===== src/rtl/dqpsk_mod_pkg.sv =====
package dqpsk_mod_pkg;

    localparam int PH_BITS = 3;

    typedef logic [PH_BITS-1:0] phase_t;

    typedef enum logic [1:0] {
        SYM_P1 = 2'b00,
        SYM_P3 = 2'b01,
        SYM_M1 = 2'b10,
        SYM_M3 = 2'b11
    } dibit_e;

    // magnitude code: 0 zero, 1 diagonal, 2 full scale
    typedef struct packed {
        logic       neg;
        logic [1:0] mag;
    } level_sel_t;

    function automatic phase_t shift_of(input dibit_e d);
        case (d)
            SYM_P1:  return phase_t'(1);
            SYM_P3:  return phase_t'(3);
            SYM_M3:  return phase_t'(5);
            default: return phase_t'(7);
        endcase
    endfunction

    function automatic level_sel_t cos_sel(input phase_t p);
        case (p)
            3'd0:    return '{neg: 1'b0, mag: 2'd2};
            3'd1:    return '{neg: 1'b0, mag: 2'd1};
            3'd2:    return '{neg: 1'b0, mag: 2'd0};
            3'd3:    return '{neg: 1'b1, mag: 2'd1};
            3'd4:    return '{neg: 1'b1, mag: 2'd2};
            3'd5:    return '{neg: 1'b1, mag: 2'd1};
            3'd6:    return '{neg: 1'b0, mag: 2'd0};
            default: return '{neg: 1'b0, mag: 2'd1};
        endcase
    endfunction

endpackage


===== src/rtl/dqpsk_shift_map.sv =====
module dqpsk_shift_map
    import dqpsk_mod_pkg::*;
(
    input  logic [1:0] dibit,
    output phase_t     step
);
    always_comb step = shift_of(dibit_e'(dibit));
endmodule


===== src/rtl/dqpsk_phase_acc.sv =====
module dqpsk_phase_acc
    import dqpsk_mod_pkg::*;
(
    input  logic   clk,
    input  logic   rst,
    input  logic   advance,
    input  phase_t step,
    output phase_t phase_q,
    output phase_t phase_nxt
);
    assign phase_nxt = phase_q + step;

    always_ff @(posedge clk) begin
        if (rst)          phase_q <= '0;
        else if (advance) phase_q <= phase_nxt;
    end

    // an unconsumed cycle leaves the phase where it was
    p_phase_hold_r6: assert property (@(posedge clk) disable iff (rst)
        !advance |=> $stable(phase_q));

    // every consumed symbol flips the set (odd step)
    p_set_toggle_r7: assert property (@(posedge clk) disable iff (rst)
        advance |=> (phase_q[0] != $past(phase_q[0])));
endmodule


===== src/rtl/dqpsk_level_lut.sv =====
module dqpsk_level_lut
    import dqpsk_mod_pkg::*;
#(
    parameter int W    = 12,
    parameter int AMP  = 2047,
    parameter int DIAG = 1447
) (
    input  phase_t               phase,
    output logic signed [W-1:0] cos_lvl,
    output logic signed [W-1:0] sin_lvl
);
    localparam logic signed [W-1:0] AMP_V  = W'(AMP);
    localparam logic signed [W-1:0] DIAG_V = W'(DIAG);

    logic signed [W-1:0] lv [2];

    for (genvar g = 0; g < 2; g++) begin : g_axis
        level_sel_t          sel;
        logic signed [W-1:0] mag_v;
        always_comb begin
            sel = cos_sel(phase_t'(phase - phase_t'(2 * g)));
            case (sel.mag)
                2'd0:    mag_v = '0;
                2'd1:    mag_v = DIAG_V;
                default: mag_v = AMP_V;
            endcase
            lv[g] = sel.neg ? -mag_v : mag_v;
        end
    end

    assign cos_lvl = lv[0];
    assign sin_lvl = lv[1];
endmodule


===== src/rtl/dqpsk_symbol_mod.sv =====
module dqpsk_symbol_mod
    import dqpsk_mod_pkg::*;
#(
    parameter int W = 12
) (
    input  logic                clk,
    input  logic                rst,
    input  logic                sym_stb,
    input  logic                dibit_valid,
    input  logic [1:0]          dibit,
    output logic                dibit_ready,
    output logic signed [W-1:0] i_level,
    output logic signed [W-1:0] q_level
);
    localparam int AMP  = (1 << (W - 1)) - 1;
    localparam int DIAG = (AMP * 181 + 128) / 256;
    localparam logic signed [W-1:0] AMP_V = W'(AMP);

    logic                accept;
    phase_t              step;
    phase_t              phase_q;
    phase_t              phase_nxt;
    logic signed [W-1:0] cos_nxt;
    logic signed [W-1:0] sin_nxt;

    assign dibit_ready = sym_stb;
    assign accept      = sym_stb & dibit_valid;

    dqpsk_shift_map u_map (
        .dibit (dibit),
        .step  (step)
    );

    dqpsk_phase_acc u_acc (
        .clk       (clk),
        .rst       (rst),
        .advance   (accept),
        .step      (step),
        .phase_q   (phase_q),
        .phase_nxt (phase_nxt)
    );

    dqpsk_level_lut #(.W(W), .AMP(AMP), .DIAG(DIAG)) u_lut (
        .phase   (phase_nxt),
        .cos_lvl (cos_nxt),
        .sin_lvl (sin_nxt)
    );

    always_ff @(posedge clk) begin
        if (rst) begin
            i_level <= AMP_V;
            q_level <= '0;
        end else if (accept) begin
            i_level <= cos_nxt;
            q_level <= sin_nxt;
        end
    end

    // first cycle out of reset shows the phase-zero point
    p_reset_point_r1: assert property (@(posedge clk) disable iff (rst)
        $past(rst) |-> (i_level == AMP_V && q_level == '0 && phase_q == '0));

    // levels are held between consumed symbols
    p_level_hold_r5: assert property (@(posedge clk) disable iff (rst)
        !accept |=> ($stable(i_level) && $stable(q_level)));

    // a point is either on an axis or on a diagonal
    p_point_shape_r4: assert property (@(posedge clk) disable iff (rst)
        (i_level == '0) || (q_level == '0) ||
        (i_level == q_level) || (i_level == -q_level));

    // never both levels zero
    p_nonzero_r7: assert property (@(posedge clk) disable iff (rst)
        !(i_level == '0 && q_level == '0));
endmodule


===== config.mk =====
export PLATFORM = sky130hd
export DESIGN_NAME = dqpsk_symbol_mod
export DESIGN_NICKNAME = d
export VERILOG_FILES = /design/src/rtl/dqpsk_mod_pkg.sv /design/src/rtl/dqpsk_shift_map.sv /design/src/rtl/dqpsk_phase_acc.sv /design/src/rtl/dqpsk_level_lut.sv /design/src/rtl/dqpsk_symbol_mod.sv
export SDC_FILE = /design/constraint.sdc
export NUM_CORES = 1
export LEC_CHECK = 0
export ABC_CLOCK_PERIOD_IN_PS = 2440
export BUFFER_PORTS_ARGS = -buffer_cell sky130_fd_sc_hd__buf_2
export CORE_AREA = 4 4 76 78
export DETAILED_ROUTE_END_ITERATION = 10
export DIE_AREA = 0 0 80 82
export PLACE_DENSITY = 0.47
export SLEW_MARGIN = 20
export SYNTH_ARGS = -nofsm -noshare
export SYNTH_HDL_FRONTEND = slang
export SYNTH_HIERARCHICAL = 1
export SYNTH_SLANG_ARGS = --single-unit

===== constraint.sdc =====
create_clock -name clk -period 2.44 [get_ports clk]
set_input_delay 0.122 -clock clk [delete_from_list [all_inputs] [get_ports clk]]
set_output_delay 0.122 -clock clk [all_outputs]
set_load 0.02 [all_outputs]

== Yosys cells after proc, flatten, opt, wreduce, memory -nomap -nowiden ==
Index checks and enable logic that the tools add are counted.
Storage, ports and cells
  bits of input ports: 6
  flip-flop bits (word level): 27
  output and inout bits: 25
  logic and storage cells: 38
Cells by class
  reductions and logical operators: 9
  muxes and demuxes: 7
  $add $sub $neg: 4
  bitwise gates (word level): 1
  eq/ne operators: 14
Operator list (number)
  $pmux W11 S2: 2
  $mux W12: 2
  $neg A11 Y12: 2
  $pmux W3 S4: 2
  $eq A3 B3 Y1 const B: 6
  $eq A3 B2 Y1 const B: 4
  $pmux W3 S3: 1
  $reduce_or A2 Y1: 4
  $eq A2 B1 Y1 const B: 3
  $logic_not A2 Y1: 3
  $logic_not A3 Y1: 2
  $add A3 B3 Y3: 1
  $sub A3 B2 Y3 const B: 1
  $eq A2 B2 Y1 const B: 1
  $and A1 B1 Y1: 1

== Logic depth before layout (Yosys ltp) ==
  depth in word-level cells: 11
  depth in mapped cells: 13
  mapped depth without buffers: 11

== By module ==
Netlist, hierarchy kept.
By module, submodules not included
  dqpsk_symbol_mod: seq. area each 480.5 um2, area an instance 1003.5 um2, instances 1, cells an instance 99
  dqpsk_level_lut: seq. area each 0.0 um2, area an instance 291.5 um2, instances 1, cells an instance 39
  dqpsk_phase_acc: seq. area each 60.1 um2, area an instance 165.2 um2, instances 1, cells an instance 15
  dqpsk_shift_map: seq. area each 0.0 um2, area an instance 50.0 um2, instances 1, cells an instance 7

== Worst setup path before layout ==
Ideal clock, no wire load.
  kind: input port to flip-flop
  start point: input dibit[0]
  end point: register i_level[4]
  path slack: 0.235 ns
  data required time: 2.320 ns
  data arrival time: 2.085 ns
  cell stages on the path: 11
  library setup time: 0.120 ns
  path buffers: 2
  cell sequence: inv_1 ha_1 inv_1 fa_1 xnor2_1 xnor2_1 buf_4 o21ai_1 buf_4 and3_1 a211o_1
On the way
  cells in the longest elaborated chain, start to end: 10
  elaborated cells on any way between the ends: 19
  those cells by class: 2 x add/sub; 8 x eq/ne; 4 x mux; 5 x reduce/logical
Ends and longest elaborated chain
  start: declaration: RTL line dqpsk_symbol_mod.sv:10  | input logic [1:0] dibit,
  $eq A2 B2 Y1 (tied with other cells): RTL line dqpsk_mod_pkg.sv:21  | case (d)
  $pmux W3 S3 (*): RTL line dqpsk_mod_pkg.sv:21
  named net step[1]: RTL line dqpsk_symbol_mod.sv:20  | phase_t step;
  $add A3 B3 Y3 (*): RTL line dqpsk_phase_acc.sv:11  | assign phase_nxt = phase_q + step;
  named net phase_nxt[2]: RTL line dqpsk_symbol_mod.sv:22  | phase_t phase_nxt;
  $eq A3 B2 Y1 / $eq A3 B3 Y1 (equally long branches): RTL line dqpsk_mod_pkg.sv:30  | case (p)
  $reduce_or A2 Y1 (no line)
  $pmux W3 S4 (*): RTL line dqpsk_mod_pkg.sv:30
  $eq A2 B1 Y1 / $logic_not A2 Y1 (equally long branches): RTL line dqpsk_level_lut.sv:22  | case (sel.mag)
  $pmux W11 S2: RTL line dqpsk_level_lut.sv:22
  $neg A11 Y12: RTL line dqpsk_level_lut.sv:27  | lv[g] = sel.neg ? -mag_v : mag_v;
  $mux W12 (*): RTL line dqpsk_level_lut.sv:27
  named net cos_nxt[4]: RTL line dqpsk_symbol_mod.sv:23  | logic signed [W-1:0] cos_nxt;
  end signal: assignment: RTL line dqpsk_symbol_mod.sv:54  | i_level <= cos_nxt;
  end: declaration: RTL line dqpsk_symbol_mod.sv:12  | output logic signed [W-1:0] i_level,
The timed path passes the listed nets; every way through them passes the cells marked *.
A chain may end at the register's enable or synchronous reset.

== Worst setup path after layout ==
  start point: register u_acc.phase_q[0]
  end point: register q_level[7]
On the way
  cells in the longest elaborated chain, start to end: 9
  elaborated cells on any way between the ends: 16
  those cells by class: 3 x add/sub; 6 x eq/ne; 3 x mux; 4 x reduce/logical
Ends and longest elaborated chain
  start: declaration: RTL line dqpsk_phase_acc.sv:8  | output phase_t phase_q,
  start signal: assignment: RTL line dqpsk_phase_acc.sv:15  | else if (advance) phase_q <= phase_nxt;
  $add A3 B3 Y3 (*): RTL line dqpsk_phase_acc.sv:11
  named net phase_nxt[1]: RTL line dqpsk_symbol_mod.sv:22
  $sub A3 B2 Y3 (*): RTL line dqpsk_level_lut.sv:21  | sel = cos_sel(phase_t'(phase - phase_t'(2 * g)));
  $eq A3 B2 Y1 / $eq A3 B3 Y1 (equally long branches): RTL line dqpsk_mod_pkg.sv:30
  $reduce_or A2 Y1 (no line)
  $pmux W3 S4 (*): RTL line dqpsk_mod_pkg.sv:30
  $eq A2 B1 Y1 / $logic_not A2 Y1 (equally long branches): RTL line dqpsk_level_lut.sv:22
  $pmux W11 S2: RTL line dqpsk_level_lut.sv:22
  $neg A11 Y12: RTL line dqpsk_level_lut.sv:27
  $mux W12 (*): RTL line dqpsk_level_lut.sv:27
  end signal: assignment: RTL line dqpsk_symbol_mod.sv:55  | q_level <= sin_nxt;
  end: declaration: RTL line dqpsk_symbol_mod.sv:13  | output logic signed [W-1:0] q_level
Marks and branches as above.

==> metrics.cfg <==
[outcome]
status = finished, final reports clean

[synth]
synth_top_area_cell = sky130_fd_sc_hd__dfxtp_1
asyncSetResetFlopFracSynth_pct = 0
synth.ff_latch_count = 27
netlist-cell-type-count = 31
synth_flop_cell = sky130_fd_sc_hd__dfxtp_1
fraction_of_synthesized_cell_area_taken_by_the_top_area_cell_type_pct = 35.8
synth_enable_flop_cells = 0
synth.yosys.warnings = 6
yosysMostFrequentCell = sky130_fd_sc_hd__dfxtp_1
synth.cell_area_um2 = 1510
synth_commonest_cells = 27 x sky130_fd_sc_hd__dfxtp_1, 21 x sky130_fd_sc_hd__buf_4, 14 x sky130_fd_sc_hd__a21oi_1, 14 x sky130_fd_sc_hd__nand3_1
synth_cells = 160
ys_seq_area_share_pct = 35.8
syn_area_per_cell_um2 = 9.44
synth.net_count = 172
synthTopCellsByArea = sky130_fd_sc_hd__dfxtp_1 36%, sky130_fd_sc_hd__buf_4 10%, sky130_fd_sc_hd__a211o_1 6.4%

[setup_path]
timing.setup.critical_path_class = reg -> reg
worstPathRequired_ps = 2650
critPathCaptureType = register
worst_setup_path_start_kind = register
cp.arrival_ps = 2370
critical_path_peak_fanout = 10

[global_routing]
grt.total_usage_pct = 9.17
grt_antenna_before_repair = 0
number_of_global_route_vias_before_repair = 1023
grt_overflow = 0
grt_pass1_wl_mm = 4.77
grt_max_degree = 40

[clock_network]
insertion_delay_ps = 280
cts-hold-fix-buffers = 0
clock_path_buffers = 2
post-cts-setup-buffer-count = 0
cts_max_level = 1
clock_pin_slew_on_the_worst_setup_and_hold_paths_ps = 100
cts-root-buf = sky130_fd_sc_hd__clkbuf_8
clock-sinks = 27
cts_made_buffers = 3
cts_resized = 0
tritoncts = yes

[route]
detailedRoute.firstPassIterationCount = 4
route.detailed.drc = 0
ratio_of_routed_vias_to_standard_cells = 4.45
routedWlPerCell_um = 12.0
first_iter_violations = 77
drt_wl_total_mm = 2.85
ant_nets = 0
vias = 1055

[floorplanning]
core_um2 = 5070
floorplan.die.width_um = 80
die-height_um = 82
die_area_um2 = 6560
placement_rows = 26
design.portCount = 31
floorplan.initialDensity_pct = 29.8

[sta]
post-route-period-util_pct = 88.8
number_of_setup_violations_in_the_final_report = 0
fin_tns_setup_ps = 0
worst-slew-pin-transition_ps = 646
max_freq_mhz = 462
timing.clock.skew_ps = 6.46
finalCriticalPeriod_ps = 2170
timing_max_transition_violations_final = 0
worst_slew_margin_rel_pct = 57.0
final-hold-violation-count = 0
rsz0062_at_grt = false

[placement]
io_buffer_count = 30
finalWeightedCongestion = 0.654
detailed_place_hpwl_mm = 2.03
place.detailed.instances = 233

[finish]
layout-area-overhead-vs-synth_pct = 5.63
n_fill_cell = 573
register_area_um2 = 541
post_route_cells_drive_above_1_share_pct = 29.9
nNetsFinal = 180
final_cell_count_no_fill = 237
multi_input_comb_area_um2 = 729
antenna-diode-count = 0

[power_and_ir_drop]
power.density_cell_area_nw_per_um2 = 677
vdd_drop_max_mv = 0.227
leakagePower_nw = 0.726

[worst_hold_path]
hold_class = in -> reg

[flow_run]
max_cap_viol_count = 0

[cell families (layout without fill, tap and decap cells)]
kind of cell / count (synthesis) / in the layout / synth area share [%]
compound gates: 43 / 43 / 21.8
xor+xnor: 3 / 3 / 2.24
fa+ha+maj: 6 / 6 / 5.47
buf+inv: 36 / 43 / 15.9
flops: 27 / 27 / 35.8
mux: 5 / 5 / 3.65
other cells: 1 / 1 / 0.248
simple gates: 39 / 39 / 14.9
[placed cells by master, fill, tap and decap left out]
| cell type | n |
|---|---|
| sky130_fd_sc_hd__a21oi_1 | 14 |
| sky130_fd_sc_hd__nor2_1 | 4 |
| sky130_fd_sc_hd__mux2i_1 | 3 |
| sky130_fd_sc_hd__or2_1 | 1 |
| sky130_fd_sc_hd__conb_1 | 1 |
| sky130_fd_sc_hd__nand3_1 | 14 |
| sky130_fd_sc_hd__dfxtp_1 | 27 |
| sky130_fd_sc_hd__o21ai_1 | 3 |
| sky130_fd_sc_hd__ha_1 | 5 |
| sky130_fd_sc_hd__nor2b_1 | 3 |
| sky130_fd_sc_hd__and3_1 | 11 |
| sky130_fd_sc_hd__buf_4 | 2 |
| sky130_fd_sc_hd__nand3b_1 | 1 |
| sky130_fd_sc_hd__inv_2 | 2 |
| sky130_fd_sc_hd__nand2b_1 | 2 |
| sky130_fd_sc_hd__mux2_1 | 1 |
| sky130_fd_sc_hd__nand2_4 | 1 |
| sky130_fd_sc_hd__mux2i_2 | 1 |
| sky130_fd_sc_hd__a21bo_2 | 6 |
| sky130_fd_sc_hd__clkbuf_8 | 3 |
| sky130_fd_sc_hd__a211o_1 | 11 |
| sky130_fd_sc_hd__fa_1 | 1 |
| sky130_fd_sc_hd__a21bo_1 | 7 |
| sky130_fd_sc_hd__nand2_1 | 1 |
| sky130_fd_sc_hd__nor2_4 | 1 |
| sky130_fd_sc_hd__xnor2_1 | 2 |
| sky130_fd_sc_hd__buf_2 | 30 |
| sky130_fd_sc_hd__xor2_2 | 1 |
| sky130_fd_sc_hd__a21oi_2 | 2 |
| sky130_fd_sc_hd__clkinv_2 | 1 |
| sky130_fd_sc_hd__inv_1 | 5 |
[final cells by class]
type | count | share of cell area, %
clock inverter | 1 | 0.314
timing repair buffer | 32 | 10.4
tap | 70 | 5.49
multi-input combinational | 97 | 45.7
clock buffer | 3 | 2.59
sequential | 27 | 33.9
inverter | 7 | 1.65
[worst max-delay path, cell delays in order, from the launching register on]
cell and delay (ps):
sky130_fd_sc_hd__dfxtp_1 320, sky130_fd_sc_hd__ha_1 190, sky130_fd_sc_hd__fa_1 490, sky130_fd_sc_hd__buf_4 210, sky130_fd_sc_hd__nor2_4 140, sky130_fd_sc_hd__ha_1 160, sky130_fd_sc_hd__inv_1 40, sky130_fd_sc_hd__a21oi_1 300
sky130_fd_sc_hd__nand3_1 110, sky130_fd_sc_hd__a21oi_1 150
[metal layers]
metal | part of all wire, % | up-vias | global-route usage (%)
met5 | 0 | - | 0
met4 | 1.4 | 0 | 3.55
met1 | 47 | 491 | 11.7
li1 | - | 545 | -
met3 | 4.6 | 4 | 2.08
met2 | 47 | 15 | 15.1
[report_power, final]
part           switching (W)  internal [W]  leakage (nW)
logic               0.000198      0.000130         0.478
registers          0.0000165      0.000478         0.222
clock network       0.000143      0.000115        0.0255
total               0.000357      0.000723         0.726
[metrics by stage]
stage          util (%)  area [um^2]  worst slack [ps]  hold slack, ps  total power [W]
2_1_floorplan         -         1510               235             194         0.000856
6_report           31.4         1600               274             289          0.00108
5_1_grt            31.4         1600              91.6             336          0.00115
3_3_place_gp       30.5         1550               163             442         0.000830
4_1_cts            31.4         1600               263             303          0.00110
3_5_place_dp       30.5         1550               139             449         0.000838
[registers in the layout, summed over array words and instances, names as in the netlist]
| register | count |
|---|---|
| q_level | 12 |
| i_level | 12 |
| u_acc/phase_q | 3 |
[worst paths after layout]
check / startpoint / cells past startpoint / end / slack, ps
max: u_acc/phase_q[0] / 9 / q_level[7] / 270
min: rst / 2 / u_acc/phase_q[0] / 290
max reg2reg: u_acc/phase_q[0] / 9 / q_level[7] / 270
min reg2reg: i_level[1] / 1 / i_level[1] / 470
No activity file was read; power rests on OpenSTA's default activity.
